**config.mk**
```make
export PLATFORM = sky130hd
export DESIGN_NAME = stat_bank
export DESIGN_NICKNAME = d
export VERILOG_FILES = /design/src/rtl/stat_pkg.sv /design/src/rtl/stat_counter.sv /design/src/rtl/stat_roll.sv /design/src/rtl/stat_regif.sv /design/src/rtl/stat_bank.sv
export SDC_FILE = /design/constraint.sdc
export NUM_CORES = 2
export LEC_CHECK = 0
export BUFFER_PORTS_ARGS = -buffer_cell sky130_fd_sc_hd__buf_2
export CELL_PAD_IN_SITES_DETAIL_PLACEMENT = 1
export CELL_PAD_IN_SITES_GLOBAL_PLACEMENT = 1
export CORE_MARGIN = 2
export CORE_UTILIZATION = 45
export CTS_BUF_LIST = sky130_fd_sc_hd__clkbuf_4 sky130_fd_sc_hd__clkbuf_8
export DETAILED_ROUTE_END_ITERATION = 8
export PLACE_DENSITY_LB_ADDON = 0.1
export SETUP_SLACK_MARGIN = 0.4
export SLEW_MARGIN = 0
export SYNTH_ARGS = -nofsm -noshare
export SYNTH_HDL_FRONTEND = slang
export SYNTH_SLANG_ARGS = --single-unit
```
**constraint.sdc**
```tcl
create_clock -name clk -period 4.15 [get_ports clk]
set_clock_uncertainty 0.2 [all_clocks]
set_input_delay 0.2075 -clock clk [delete_from_list [all_inputs] [get_ports clk]]
set_output_delay 0.2075 -clock clk [all_outputs]
set_load 0.02 [all_outputs]
```
**src/rtl/stat_pkg.sv**
```systemverilog
package stat_pkg;
   // register map (word addresses)
   localparam int CTRL_ADDR  = 0;
   localparam int ROLL_BASE  = 4;
   localparam int MASK_BASE  = 8;
   localparam int CNT_BASE   = 16;
   localparam int CNT_STRIDE = 4;
   localparam int MAX_FLAG_REGS = 4;

   // control register bits
   localparam int SNAP_BIT = 0;
   localparam int CLR_BIT  = 1;

   // byte counter increment
   localparam int BYTE_W    = 5;
   localparam int MAX_BYTES = 16;

   typedef enum logic [1:0] {
      SL_LO  = 2'd0,
      SL_MID = 2'd1,
      SL_HI  = 2'd2,
      SL_PAD = 2'd3
   } slice_e;

   function automatic logic [15:0] slice16(input logic [47:0] v, input slice_e s);
      logic [15:0] r;
      case (s)
         SL_LO:   r = v[15:0];
         SL_MID:  r = v[31:16];
         SL_HI:   r = {8'h00, v[39:32]};
         default: r = 16'h0000;
      endcase
      return r;
   endfunction
endpackage

```
**src/rtl/stat_counter.sv**
```systemverilog
module stat_counter
   import stat_pkg::*;
#(
   parameter int CNT_W    = 40,
   parameter int INC_W    = 5,
   parameter bit IS_OCTET = 1'b1
) (
   input  logic             clk,
   input  logic             rst_n,
   input  logic [INC_W-1:0] inc_i,
   input  logic             snap_i,
   input  logic             clr_i,
   output logic [CNT_W-1:0] shadow_o,
   output logic             wrap_o
);
   logic [CNT_W-1:0] live_q;
   logic [CNT_W-1:0] shadow_q;
   logic [CNT_W-1:0] step;
   logic [CNT_W:0]   sum;

   initial begin
      assert (CNT_W > INC_W && CNT_W <= 40)
         else $fatal(1, "stat_counter: CNT_W out of range");
   end

   generate
      if (IS_OCTET) begin : g_octet
         always_comb step = CNT_W'(inc_i);
         // byte count never exceeds one 16-byte beat
         assert_byte_limit_R8: assert property (@(posedge clk) disable iff (!rst_n)
            inc_i <= INC_W'(MAX_BYTES));
      end else begin : g_frame
         always_comb step = CNT_W'(inc_i[0]);
         // a frame counter moves by at most one per cycle
         assert_frame_step_R8: assert property (@(posedge clk) disable iff (!rst_n)
            !clr_i |=> (live_q - $past(live_q)) <= CNT_W'(1));
      end
   endgenerate

   assign sum    = {1'b0, live_q} + {1'b0, step};
   assign wrap_o = sum[CNT_W];

   always_ff @(posedge clk or negedge rst_n) begin
      if (!rst_n) begin
         live_q   <= '0;
         shadow_q <= '0;
      end else if (clr_i) begin
         live_q   <= '0;
         shadow_q <= '0;
      end else begin
         live_q <= sum[CNT_W-1:0];
         if (snap_i) shadow_q <= live_q;
      end
   end

   assign shadow_o = shadow_q;

   assert_snap_pre_inc_R3: assert property (@(posedge clk) disable iff (!rst_n)
      snap_i && !clr_i |=> shadow_q == $past(live_q));

   assert_shadow_hold_R2: assert property (@(posedge clk) disable iff (!rst_n)
      !snap_i && !clr_i |=> $stable(shadow_q));

   assert_clear_R4: assert property (@(posedge clk) disable iff (!rst_n)
      clr_i |=> live_q == '0 && shadow_q == '0);
endmodule

```
**src/rtl/stat_roll.sv**
```systemverilog
module stat_roll #(
   parameter int NUM_CNT = 32,
   parameter int NUM_REG = 2
) (
   input  logic                  clk,
   input  logic                  rst_n,
   input  logic [NUM_CNT-1:0]    wrap_i,
   input  logic                  clr_i,
   input  logic [NUM_REG-1:0]    rd_sel_i,
   output logic [NUM_REG*16-1:0] flags_o
);
   localparam int FLAG_N = NUM_REG * 16;

   logic [FLAG_N-1:0] flag_q;
   logic [FLAG_N-1:0] wrap_ext;
   logic [FLAG_N-1:0] rd_mask;

   initial begin
      assert (FLAG_N >= NUM_CNT && FLAG_N - NUM_CNT < 16)
         else $fatal(1, "stat_roll: NUM_REG does not fit NUM_CNT");
   end

   assign wrap_ext = FLAG_N'(wrap_i);

   generate
      for (genvar r = 0; r < NUM_REG; r++) begin : g_sel
         assign rd_mask[r*16 +: 16] = {16{rd_sel_i[r]}};
      end
   endgenerate

   always_ff @(posedge clk or negedge rst_n) begin
      if (!rst_n)     flag_q <= '0;
      else if (clr_i) flag_q <= '0;
      else            flag_q <= (flag_q & ~rd_mask) | wrap_ext;
   end

   assign flags_o = flag_q;

   assert_wrap_sets_R5: assert property (@(posedge clk) disable iff (!rst_n)
      !clr_i |=> (($past(wrap_ext) & ~flag_q) == '0));

   assert_clear_by_read_R6: assert property (@(posedge clk) disable iff (!rst_n)
      !clr_i |=> (($past(flag_q) & ~flag_q & ~$past(rd_mask)) == '0));

   assert_one_reg_read_R6: assert property (@(posedge clk) disable iff (!rst_n)
      $onehot0(rd_sel_i));
endmodule

```
**src/rtl/stat_regif.sv**
```systemverilog
module stat_regif
   import stat_pkg::*;
#(
   parameter int NUM_CNT = 32,
   parameter int CNT_W   = 40,
   parameter int ADDR_W  = 8,
   parameter int NUM_REG = 2
) (
   input  logic                     clk,
   input  logic                     rst_n,
   input  logic                     reg_wr_i,
   input  logic                     reg_rd_i,
   input  logic [ADDR_W-1:0]        reg_addr_i,
   input  logic [15:0]              reg_wdata_i,
   input  logic [NUM_CNT*CNT_W-1:0] shadow_i,
   input  logic [NUM_REG*16-1:0]    flags_i,
   output logic                     snap_o,
   output logic                     clr_o,
   output logic [NUM_REG-1:0]       roll_rd_o,
   output logic [15:0]              rdata_o,
   output logic                     irq_o
);
   logic [NUM_REG*16-1:0] mask_q;
   logic [NUM_REG-1:0]    roll_hit;
   logic [NUM_REG-1:0]    mask_hit;
   logic [15:0]           rd_val;
   logic [15:0]           rdata_q;
   logic                  irq_q;
   logic                  ctrl_hit;

   initial begin
      assert (CNT_BASE + CNT_STRIDE * NUM_CNT <= (1 << ADDR_W))
         else $fatal(1, "stat_regif: ADDR_W too small for NUM_CNT");
      assert (NUM_REG <= MAX_FLAG_REGS)
         else $fatal(1, "stat_regif: too many flag registers");
   end

   assign ctrl_hit = (reg_addr_i == ADDR_W'(CTRL_ADDR));
   assign snap_o   = reg_wr_i && ctrl_hit && reg_wdata_i[SNAP_BIT];
   assign clr_o    = reg_wr_i && ctrl_hit && reg_wdata_i[CLR_BIT];

   generate
      for (genvar r = 0; r < NUM_REG; r++) begin : g_dec
         assign roll_hit[r] = (reg_addr_i == ADDR_W'(ROLL_BASE + r));
         assign mask_hit[r] = (reg_addr_i == ADDR_W'(MASK_BASE + r));
      end
   endgenerate

   assign roll_rd_o = roll_hit & {NUM_REG{reg_rd_i}};

   always_comb begin
      rd_val = 16'h0000;
      for (int r = 0; r < NUM_REG; r++) begin
         if (roll_hit[r]) rd_val = flags_i[r*16 +: 16];
         if (mask_hit[r]) rd_val = mask_q[r*16 +: 16];
      end
      for (int i = 0; i < NUM_CNT; i++) begin
         for (int s = 0; s < 3; s++) begin
            if (reg_addr_i == ADDR_W'(CNT_BASE + CNT_STRIDE * i + s))
               rd_val = slice16(48'(shadow_i[i*CNT_W +: CNT_W]), slice_e'(s));
         end
      end
   end

   always_ff @(posedge clk or negedge rst_n) begin
      if (!rst_n) begin
         mask_q  <= '0;
         rdata_q <= '0;
         irq_q   <= 1'b0;
      end else begin
         for (int r = 0; r < NUM_REG; r++)
            if (reg_wr_i && mask_hit[r]) mask_q[r*16 +: 16] <= reg_wdata_i;
         if (reg_rd_i) rdata_q <= rd_val;
         irq_q <= |(flags_i & mask_q);
      end
   end

   assign rdata_o = rdata_q;
   assign irq_o   = irq_q;

   assert_rdata_hold_R1: assert property (@(posedge clk) disable iff (!rst_n)
      !reg_rd_i |=> $stable(rdata_q));

   assert_irq_cause_R7: assert property (@(posedge clk) disable iff (!rst_n)
      $rose(irq_q) |-> $past(|(flags_i & mask_q)));

   assert_irq_quiet_R7: assert property (@(posedge clk) disable iff (!rst_n)
      (flags_i & mask_q) == '0 |=> !irq_q);
endmodule

```
**src/rtl/stat_bank.sv**
```systemverilog
module stat_bank
   import stat_pkg::*;
#(
   parameter int NUM_CNT = 32,
   parameter int NUM_OCT = 4,
   parameter int CNT_W   = 40,
   parameter int ADDR_W  = 8
) (
   input  logic                          clk,
   input  logic                          rst_n,
   input  logic [NUM_OCT*BYTE_W-1:0]     oct_bytes_i,
   input  logic [NUM_CNT-NUM_OCT-1:0]    frm_evt_i,
   input  logic                          reg_wr_i,
   input  logic                          reg_rd_i,
   input  logic [ADDR_W-1:0]             reg_addr_i,
   input  logic [15:0]                   reg_wdata_i,
   output logic [15:0]                   reg_rdata_o,
   output logic                          irq_o
);
   localparam int NUM_FRM = NUM_CNT - NUM_OCT;
   localparam int NUM_REG = (NUM_CNT + 15) / 16;

   logic [NUM_CNT*CNT_W-1:0] shadow_flat;
   logic [NUM_CNT-1:0]       wrap;
   logic [NUM_REG*16-1:0]    flags;
   logic [NUM_REG-1:0]       roll_rd;
   logic                     snap;
   logic                     clr;

   initial begin
      assert (NUM_CNT >= 2 && NUM_CNT <= 16 * MAX_FLAG_REGS)
         else $fatal(1, "stat_bank: NUM_CNT out of range");
      assert (NUM_OCT >= 1 && NUM_FRM >= 1)
         else $fatal(1, "stat_bank: need byte and frame counters");
   end

   generate
      for (genvar g = 0; g < NUM_CNT; g++) begin : g_cnt
         if (g < NUM_OCT) begin : g_oct
            stat_counter #(.CNT_W(CNT_W), .INC_W(BYTE_W), .IS_OCTET(1'b1)) u_cnt (
               .clk      (clk),
               .rst_n    (rst_n),
               .inc_i    (oct_bytes_i[g*BYTE_W +: BYTE_W]),
               .snap_i   (snap),
               .clr_i    (clr),
               .shadow_o (shadow_flat[g*CNT_W +: CNT_W]),
               .wrap_o   (wrap[g])
            );
         end else begin : g_frm
            stat_counter #(.CNT_W(CNT_W), .INC_W(1), .IS_OCTET(1'b0)) u_cnt (
               .clk      (clk),
               .rst_n    (rst_n),
               .inc_i    (frm_evt_i[g-NUM_OCT]),
               .snap_i   (snap),
               .clr_i    (clr),
               .shadow_o (shadow_flat[g*CNT_W +: CNT_W]),
               .wrap_o   (wrap[g])
            );
         end
      end
   endgenerate

   stat_roll #(.NUM_CNT(NUM_CNT), .NUM_REG(NUM_REG)) u_roll (
      .clk      (clk),
      .rst_n    (rst_n),
      .wrap_i   (wrap),
      .clr_i    (clr),
      .rd_sel_i (roll_rd),
      .flags_o  (flags)
   );

   stat_regif #(.NUM_CNT(NUM_CNT), .CNT_W(CNT_W), .ADDR_W(ADDR_W), .NUM_REG(NUM_REG)) u_regif (
      .clk         (clk),
      .rst_n       (rst_n),
      .reg_wr_i    (reg_wr_i),
      .reg_rd_i    (reg_rd_i),
      .reg_addr_i  (reg_addr_i),
      .reg_wdata_i (reg_wdata_i),
      .shadow_i    (shadow_flat),
      .flags_i     (flags),
      .snap_o      (snap),
      .clr_o       (clr),
      .roll_rd_o   (roll_rd),
      .rdata_o     (reg_rdata_o),
      .irq_o       (irq_o)
   );
endmodule

```
==> flow_metrics.tcl <==
set metrics [dict create \
    die_h_microns 526 \
    cp.depth 9 \
    synth_flop_cell "dfrtp_1" \
    post-route-period-util 0.971 \
    die_width_microns 526 \
    post_drt_wl_per_cell_microns 32.0 \
    hold_viol 0 \
    slowest_delay_ns 1.05 \
    rrSetupSlack_ns 0.12 \
    power_mw 59.7 \
    drive_gt1_frac 0.133 \
    grt_max_degree 146 \
    rsz0062_at_grt "false" \
    syn_to_final_growth_pct 16.0 \
    place_hpwl_mm 386 \
    antenna_found_initial 35 \
    cts_tree "built" \
    port_buffers 92 \
    grt_pass1_vias 106000 \
    avgSynthCellArea_sq_um 10.4 \
    syn_area_sq_mm 0.123 \
    synth-edff-count 0 \
    synth_cells 11800 \
    status "complete, no violations" \
    grt_pass1_wl_mm 764 \
    power.density_mw_per_mm2 420 \
    relSlewSlack 0.0688 \
    ir_drop_uv 414 \
    grt_overflow_total 0 \
    dr.first_iter.drc_count 11000 \
    core_sq_mm 0.271 \
    end_kind "flip-flop" \
    worstSkewPairLatency_ns 1.16 \
    pin_count 93 \
    synth_warnings 0 \
    required_ns 5.02 \
    layout_common_cells "2641 x dfrtp_1, 1501 x nor2_1, 1297 x a22o_1" \
    vias 104000 \
    regToRegEndpoint "u_regif.rdata_o[1]" \
    drtAntennaViolNets 0 \
    whs_ns 0.0662 \
    fmax_ghz 0.248 \
    period_needed_ns 4.03 \
    arrival_ns 4.89 \
    rows 191 \
    final_nets 12600 \
    tightest_slew_ns 1.38 \
    cts_buffer_depth 4 \
    start_kind "flip-flop" \
    start_util 0.452 \
    h-tree-depth 5 \
    cp_cell_sequence "mux2i_1, o21ai_0, a221oi_1, o22ai_1, a221oi_1, a2111oi_0, o21ai_0, o2bb2ai_1, o21ai_1" \
    rr_startpoint "g_cnt[0].g_oct.u_cnt.shadow_o[1]" \
    place_congestion 1.03 \
    root_buffer "clkbuf_8" \
    worstHoldPathType "in2reg" \
    cts_buffers 450 \
    leakage_nw 66.0 \
    setup_viol_count_final 0 \
    crit_buf_inv 0 \
    yosysUniqueCellTypes 102 \
    drt_first_pass_iters 7 \
    drc 0 \
    synthArstFlopShare 1.00 \
    cp_max_fo 2 \
    startpoint "g_cnt[0].g_oct.u_cnt.shadow_o[1]" \
    yosysSeqAreaShare 0.539 \
    post_drt_via_cell_ratio 6.39 \
    crit_slowest_cell "a2111oi_0" \
    clk_pin_slew_ns 0.06 \
    ys_ff_latch 2641 \
    grtUsageTotal 0.374 \
    path_class "reg2reg" \
    maxCapViolations 0 \
    slew_violations 0 \
    cp_top_family "compound AO/OA/AOI/OAI gates" \
    die_area_sq_mm 0.277 \
    worst-r2r-cell-count 9 \
    cts_sinks 2641 \
    final_common_cell "dfrtp_1" \
    drt-total-wl_mm 524 \
    worstSetupEndpoint "u_regif.rdata_o[1]" \
    syn_nets 12000 \
    final_util 0.525 \
]
how the worst min path moves through the flow:
stage          cells past startpoint                        endpoint  slack [ns]       startpoint
6_report                           7  g_cnt[2].g_oct.u_cnt.live_q[3]        0.07  oct_bytes_i[11]
3_5_place_dp                       1  g_cnt[2].g_oct.u_cnt.live_q[1]        0.05            rst_n
3_3_place_gp                       1  g_cnt[2].g_oct.u_cnt.live_q[1]        0.04            rst_n
4_1_cts                            7  g_cnt[2].g_oct.u_cnt.live_q[3]       0.005  oct_bytes_i[11]
2_1_floorplan                      0  g_cnt[0].g_oct.u_cnt.live_q[0]       -0.29            rst_n
5_1_grt                            7  g_cnt[2].g_oct.u_cnt.live_q[3]        0.07  oct_bytes_i[11]
repair_timing:
action,in CTS,in global routing
hold endpoints to repair,3330,0
resized for setup,2,4
buffers inserted,0,0
setup endpoints to repair,1,7
hold buffers,143,0
cells in the mapped netlist (all sizes together), types with 30 or more instances:
cell type	n	area share
a222oi	30	0.0024
nor2b	96	0.0049
a221oi	85	0.0061
clkbuf	559	0.017
nor4	37	0.0023
o21ai	532	0.022
and2	48	0.0024
dfrtp	2641	0.54
buf	169	0.0078
o221ai	35	0.0025
mux2	57	0.0052
ha	76	0.0078
xor2	756	0.054
or3	197	0.010
nand3	503	0.021
a22o	1297	0.093
a31oi	30	0.0015
a22oi	109	0.0067
a211oi	66	0.0040
and4	98	0.0070
nor2	1520	0.047
inv	105	0.0032
mux2i	35	0.0029
nor3	150	0.0064
and3	267	0.014
a21oi	493	0.020
xnor2	280	0.020
nand4	218	0.011
o22ai	223	0.012
nand2	754	0.023
o211ai	57	0.0035
worst register-to-register path: stages (launching register included):
cell and delay (ns):
dfrtp_1 0.43, mux2i_1 0.10, o21ai_0 0.29, a221oi_1 0.17, o22ai_1 0.30, a221oi_1 0.20
a2111oi_0 1.05, o21ai_0 0.62, o2bb2ai_1 0.45, o21ai_1 0.21
metrics by stage:
step | setup TNS, ns | area [sq um] | setup WS, ns | instances
after floorplan | 0 | 123000 | 1.11 | 11800
after detailed placement | -2.55 | 131000 | -0.649 | 15400
after CTS | 0 | 142000 | 0.441 | 16300
after global placement | -3.82 | 131000 | -1.08 | 15400
final | 0 | 142000 | 0.122 | 16300
after global routing | 0 | 142000 | 0.367 | 16300
metal layers:
layer | vias up | GRT usage | wire length, microns
li1 | 44200 | - | -
met1 | 55000 | 0.537 | 230000
met2 | 4201 | 0.548 | 226000
met3 | 1045 | 0.0755 | 42900
met4 | 32 | 0.158 | 24800
met5 | - | 0 | 249
final cells by class:
type	instances	area, sq um
clock buffers	740	9240
repair buffers	871	8080
diodes	16	40.0
well taps	3570	4470
inverters	107	402
fillers	29100	129000
clock inverters	68	541
multi-input cells	8331	53400
flip-flops and latches	2641	66100
registers in the layout, indices dropped and copies added (netlist names):
register / count
g_cnt.g_frm.u_cnt.live_q: 1120
g_cnt.g_frm.u_cnt.shadow_o: 1120
g_cnt.g_oct.u_cnt.live_q: 160
g_cnt.g_oct.u_cnt.shadow_o: 160
u_regif.irq_o: 1
u_regif.mask_q: 32
u_regif.rdata_o: 16
u_roll.flags_o: 32
cell families (layout without fill, tap and decap cells):
logic type | count (synthesis) | in the layout | share of synthesized area
adder cells (fa/ha/maj) | 80 | 80 | 0.00841
AO/OA/AOI/OAI | 3123 | 3123 | 0.185
multiplexers | 92 | 92 | 0.00809
flip-flops | 2641 | 2641 | 0.539
AND/OR/NAND/NOR | 4000 | 4000 | 0.157
buffers and inverters | 835 | 1786 | 0.0282
other | 0 | 16 | 0
XOR/XNOR | 1036 | 1036 | 0.0740
power breakdown:
group	internal (mW)	total (mW)	switching, mW
clock	14.1	25.5	11.4
sequential	27.1	28.8	1.68
combinational	2.21	5.45	3.24
total	43.4	59.7	16.3
Note: power is estimated with default switching activity, not from simulation.
